[config.mk]
export PLATFORM = sky130hd
export DESIGN_NAME = vram_redirect_detector
export DESIGN_NICKNAME = d
export VERILOG_FILES = /design/src/rtl/vrd_pkg.sv /design/src/rtl/vrd_opcode_match.sv /design/src/rtl/vrd_countdown.sv /design/src/rtl/vram_redirect_detector.sv
export SDC_FILE = /design/constraint.sdc
export NUM_CORES = 1
export LEC_CHECK = 0
export ABC_AREA = 1
export BUFFER_PORTS_ARGS = -buffer_cell sky130_fd_sc_hd__clkbuf_2
export CAP_MARGIN = 20
export CORE_AREA = 2 2 39 41
export CTS_BUF_LIST = sky130_fd_sc_hd__clkbuf_2 sky130_fd_sc_hd__clkbuf_4 sky130_fd_sc_hd__clkbuf_8
export DETAILED_ROUTE_END_ITERATION = 6
export DIE_AREA = 0 0 41 43
export PLACE_DENSITY = 0.43
export SYNTH_ARGS = -nofsm -noshare
export SYNTH_HDL_FRONTEND = slang
export SYNTH_HIERARCHICAL = 1
export SYNTH_SLANG_ARGS = --single-unit
[constraint.sdc]
create_clock -name clk -period 1.6 [get_ports clk]
set_clock_uncertainty 0.2 [all_clocks]
set_input_delay 0.16 -clock clk [delete_from_list [all_inputs] [get_ports clk]]
set_output_delay 0.16 -clock clk [all_outputs]
set_load 0.005 [all_outputs]
[src/rtl/vrd_pkg.sv]
package vrd_pkg;
  // Counter width able to hold the delay value itself.
  function automatic int cnt_width(input int delay);
    return (delay < 2) ? 1 : $clog2(delay + 1);
  endfunction
endpackage

[src/rtl/vrd_opcode_match.sv]
module vrd_opcode_match #(
  parameter int DATA_W = 8,
  parameter int MATCH_W = 5,
  parameter logic [MATCH_W-1:0] MATCH_VAL = 5'b00001
) (
  input  logic              fetch_sync,
  input  logic [DATA_W-1:0] rd_data,
  input  logic              irq_pending,
  output logic              qualify
);
  logic pattern_hit;

  assign pattern_hit = (rd_data[MATCH_W-1:0] == MATCH_VAL);
  assign qualify     = fetch_sync && !irq_pending && pattern_hit;

  generate
    if (DATA_W > MATCH_W) begin : g_hi
      logic unused_hi;
      assign unused_hi = ^rd_data[DATA_W-1:MATCH_W];
    end
  endgenerate
endmodule

[src/rtl/vrd_countdown.sv]
module vrd_countdown #(
  parameter int DELAY = 5,
  parameter int CW = vrd_pkg::cnt_width(DELAY)
) (
  input  logic          clk,
  input  logic          rst_n,
  input  logic          load,
  output logic [CW-1:0] count,
  output logic          expire
);
  localparam logic [CW-1:0] LOAD_VAL = CW'(DELAY);
  localparam logic [CW-1:0] LAST_VAL = CW'(1);

  always_ff @(posedge clk or negedge rst_n) begin
    if (!rst_n)
      count <= '0;
    else if (load)
      count <= LOAD_VAL;
    else if (count != '0)
      count <= count - LAST_VAL;
  end

  assign expire = (count == LAST_VAL);
endmodule

[src/rtl/vram_redirect_detector.sv]
module vram_redirect_detector #(
  parameter int DATA_W = 8,
  parameter int MATCH_W = 5,
  parameter logic [MATCH_W-1:0] MATCH_VAL = 5'b00001,
  parameter int DELAY = 5,
  localparam int CW = vrd_pkg::cnt_width(DELAY)
) (
  input  logic              clk,
  input  logic              rst_n,
  input  logic              fetch_sync,
  input  logic [DATA_W-1:0] rd_data,
  input  logic              irq_pending,
  output logic              redirect_sel,
  output logic              normal_decode_en,
  output logic [CW-1:0]     delay_count
);
  logic arm;
  logic fire;

  vrd_opcode_match #(
    .DATA_W(DATA_W), .MATCH_W(MATCH_W), .MATCH_VAL(MATCH_VAL)
  ) u_match (
    .fetch_sync(fetch_sync),
    .rd_data(rd_data),
    .irq_pending(irq_pending),
    .qualify(arm)
  );

  vrd_countdown #(.DELAY(DELAY), .CW(CW)) u_cnt (
    .clk(clk),
    .rst_n(rst_n),
    .load(arm),
    .count(delay_count),
    .expire(fire)
  );

  assign redirect_sel     = fire;
  assign normal_decode_en = !fire;
endmodule

Yosys cells after proc, flatten, opt, wreduce, memory -nomap -nowiden
Cells that the tools add are included.
{"block": "totals", "latch_bits": 0, "rom_bits": 0, "output_inout_bits": 5, "n_memories": 0, "in_bits": 12, "register_bits": 3, "ramBits": 0, "word_cells": 12}
{"block": "classes", "n_eq_ne": 2, "mux": 2, "div": 0, "add_sub_neg": 1, "n_bitwise": 0, "magnitude_cmp": 0, "reduce_logical": 6, "n_mul": 0, "shift": 0}
{"operator": "3-bit two-way mux", "count": 2}
{"operator": "5-bit by 1-bit == test with 1-bit output (second input constant)", "count": 1}
{"operator": "3-bit by 1-bit == test with 1-bit output (second input constant)", "count": 1}
{"operator": "3-bit nonzero test", "count": 1}
{"operator": "3-bit by 1-bit subtractor with 3-bit output (second input constant)", "count": 1}
{"operator": "1-bit logical AND", "count": 2}
{"operator": "1-bit logical NOT", "count": 2}
{"operator": "2-bit nonzero test", "count": 1}

Longest topological paths before layout
{"block": "depth", "ltp_word": 4, "ltp_mapped": 7, "mapped_depth_nobuf": 7}

Cells and area by module
The synthesis kept the hierarchy.
{"mod": "vrd_countdown", "n_inst": 1, "seq_area_each_um2": 75.1, "cells_per_inst": 25, "area_per_inst_um2": 197.7}
{"mod": "vrd_opcode_match", "n_inst": 1, "seq_area_each_um2": 0.0, "cells_per_inst": 7, "area_per_inst_um2": 28.8}
{"mod": "vram_redirect_detector", "n_inst": 1, "seq_area_each_um2": 0.0, "cells_per_inst": 1, "area_per_inst_um2": 3.8}

Worst setup path before layout
OpenSTA, ideal clock, no wires.
{"block": "synth_path", "path_kind": "reg-to-reg", "from": "register u_cnt.count[0]", "to": "register u_cnt.count[0]", "setup_ps": 126, "synth_period_minus_slack_ps": 1197, "arrival_ps": 872, "setup_slack_ps": 403, "required_time_ps": 1274, "path_stages_with_launch": 6, "path_cell_list": "dfrtp_1 inv_1 ha_1 nand2_2 nand2_1 nand3_1"}
{"block": "synth_between", "elab_chain_cells": 3, "elab_cells_between_ends": 5, "classes_between": "1 x add/sub; 2 x mux; 2 x reduce/logical"}
{"item": "start: declaration", "line_no": "vrd_countdown.sv:8", "source": "output logic [CW-1:0] count,"}
{"item": "start signal: assignment", "line_no": "vrd_countdown.sv:20", "source": "count <= count - LAST_VAL;"}
{"item": "3-bit by 1-bit subtractor with 3-bit output", "line_no": "vrd_countdown.sv:20"}
{"item": "3-bit two-way mux", "line_no": "vrd_countdown.sv:19", "source": "else if (count != '0)"}
{"item": "3-bit two-way mux", "line_no": "vrd_countdown.sv:17", "source": "else if (load)"}
Several ways; a longest one is shown, not always the timed one. The select of a mux whose other input is x is not followed.
A chain may end at the register's enable or synchronous reset.

Final worst setup path
{"block": "layout_path", "from": "register u_cnt.count[1]", "to": "output normal_decode_en"}
{"block": "layout_between", "elab_chain_cells": 2}
{"item": "3-bit by 1-bit == test with 1-bit output", "line_no": "vrd_countdown.sv:23", "source": "assign expire = (count == LAST_VAL);"}
{"item": "1-bit logical NOT", "line_no": "vram_redirect_detector.sv:38", "source": "assign normal_decode_en = !fire;"}
{"item": "end: declaration", "line_no": "vram_redirect_detector.sv:14", "source": "output logic normal_decode_en,"}
Every way passes these cells.

==> metrics.cfg <==
[run_status]
status=completed

[power_and_ir_drop]
pwr-share-seq_pct=25.3
p_int_uw=375
p_clk_share_pct=24.3
power_density_nw_per_um2=1770
net-switching-power_uw=258
power.leakage_nw=0.208
ir_drop_uv=289
swShare_pct=40.8
power_frac_comb_pct=50.4

[logic_synthesis]
synth-seq-area-share_pct=32.6
async_flop_share_pct=100
synth-main-ff-cell=dfrtp_1
yosysWarnings=6
synth_edf_count=0
ys_ff_latch=3
syn-num-nets=48
synth_area_leaders=dfrtp_1 (33%), ha_1 (16%), inv_1 (11%), nor2_1 (11%), nand2_1 (9.8%)
synth_top_area_share_pct=32.6
synth_cell_type_count=11
yosysTopAreaCell=dfrtp_1
synth_area_um2=230
synth.avg_cell_area_um2=6.98
syn_inst=33
ys_top_cells_by_count=inv_1 (7), nor2_1 (7), nand2_1 (6)

[layout]
post-route-util_pct=25.9
layout.cells.non_filler=67
top_register=u_cnt/count
largest_reg_flops=3
area_growth_pct=55.4
multi_input_comb_area_um2=128
reg_top3=u_cnt/count x3
seqCellArea_um2=75.1
diodes=0
fillCellCount=159
drive_gt1_share_pct=45.1
nNetsFinal=67

[drt]
wl_um=429
antenna_left=0
drt_first_pass_iters=4
via_per_inst=3.73
num_vias=250
wl_per_cell_um=6.40
drcViolationCount=0
drtIter0Drc=2

[floorplanning]
die_w_um=41
dieArea_um2=1760
num_io_pins=17
rows=14
die_h_um=43
fp.coreArea_um2=1380
initial_core_util_pct=16.6

[sta]
min_period_ps=1460
fmax_mhz=683
slew_viol_final=0
hold_viol=0
post-route-period-util_pct=91.5
worst_pin_slew_ps=164
fin_ws_ps=136
tns_ps=0
setup_viol=0
rsz0062_at_grt=no
maxSlewHeadroom_pct=89.1

[clocking]
cts_sinks=3
clk_pin_slew_ps=40
cts-buffers-inserted=3
cts_tree=built
clkLatencyLatePin_ps=240
cts_buffer_depth=2
htree_levels=1
cts-root-buf=clkbuf_4

[grt]
grt_overflow=0
grt_start_max_net_pins=5
grt_pass1_wl_um=731
grt_pass1_vias=210
antenna_found_initial=0
track_usage_pct=6.53

[setup_path]
end_kind=output port
cp.required_ps=1240
worstSetupStartpointType=flop
crit_arrival_ps=1100
critPathMaxFanout=3
critPathKind=flop to output port
reg2reg_depth=5

[place]
pre_cts_slack_ps=320
dp_hpwl_um=360
place_congestion=0.644
port_buffers=13
placed_cells=62

[hold_path]
hold_path_class=input port to asynchronous set/reset pin

[run]
cap_viol_max_count=0

## timing repair
| action | in CTS | in global routing |
|---|---|---|
| buffers inserted | 0 | 0 |
| gates resized for setup | 0 | 2 |
| endpoints found under the setup margin | 0 | 2 |
| endpoints found under the hold margin | 3 | 0 |
| hold buffers | 1 | 0 |
## path summary, 6_finish.rpt
kind | from | end | slack, ps
worst max-delay path | u_cnt/count[1] | normal_decode_en | 140
worst min-delay path | rst_n | u_cnt/count[2] | 50
worst max register to register | u_cnt/count[0] | u_cnt/count[0] | 330
worst min register to register | u_cnt/count[1] | u_cnt/count[1] | 360
max in group asynchronous | rst_n | u_cnt/count[0] | 1040
min in group clk | rd_data[0] | u_cnt/count[2] | 90
## placed cells by master (no fill, tap or decap)
cell type      count
dlygate4sd3_1      1
nor2_1             6
nor2_2             2
nand2_2            1
ha_1               3
dfrtp_1            3
clkbuf_4           4
nand2_1            6
inv_1              6
inv_2              2
nand3_2            1
nand3_1            2
nand4_1            1
clkbuf_2          13
## metal layers
layer	routed length, um	vias up	track usage (%)
met2	177	16	8.75
met1	176	99	7.10
met5	0	-	0
met4	17	0	6.00
li1	-	133	-
met3	59	2	3.14
## power groups by stage
stage                     Combinational (mW)  Clock, mW  Sequential, mW
final                                  0.319      0.154           0.160
after global placement                 0.319          0           0.164
after detailed placement               0.317          0           0.158
after floorplan                        0.211          0           0.156
after CTS                              0.321      0.157           0.157
after global routing                   0.378      0.166           0.166
## metrics by stage
step / instance area [um^2] / total power, mW / hold WS (ps)
CTS: 355 / 0.635 / 48.0
finish: 358 / 0.633 / 51.6
floorplan: 230 / 0.367 / -336
detailed placement: 315 / 0.476 / -242
global route: 358 / 0.711 / 57.9
global placement: 315 / 0.483 / -240
## logic make-up (layout without fill, tap and decap cells)
group         count (synthesis)  in the layout  share of synthesized area [%]
fa+ha+maj                     3              3                           16.3
buf+inv                       8             26                           13.0
flops                         3              3                           32.6
simple gates                 19             19                           38.1
## critical path: stages, from the launching register on
cell and delay (ps):
dfrtp_1 390, inv_2 80, ha_1 130, inv_1 40, nor2_2 80, inv_1 40
clkbuf_2 100
## cell type report
| class | instances | area share [%] |
|---|---|---|
| inverter | 8 | 8.39 |
| timing repair buffer | 14 | 21.0 |
| tap | 16 | 5.59 |
| clock buffer | 4 | 8.39 |
| sequential | 3 | 21.0 |
| multi-input combinational | 22 | 35.7 |
Power figures use the tool's default switching activity.
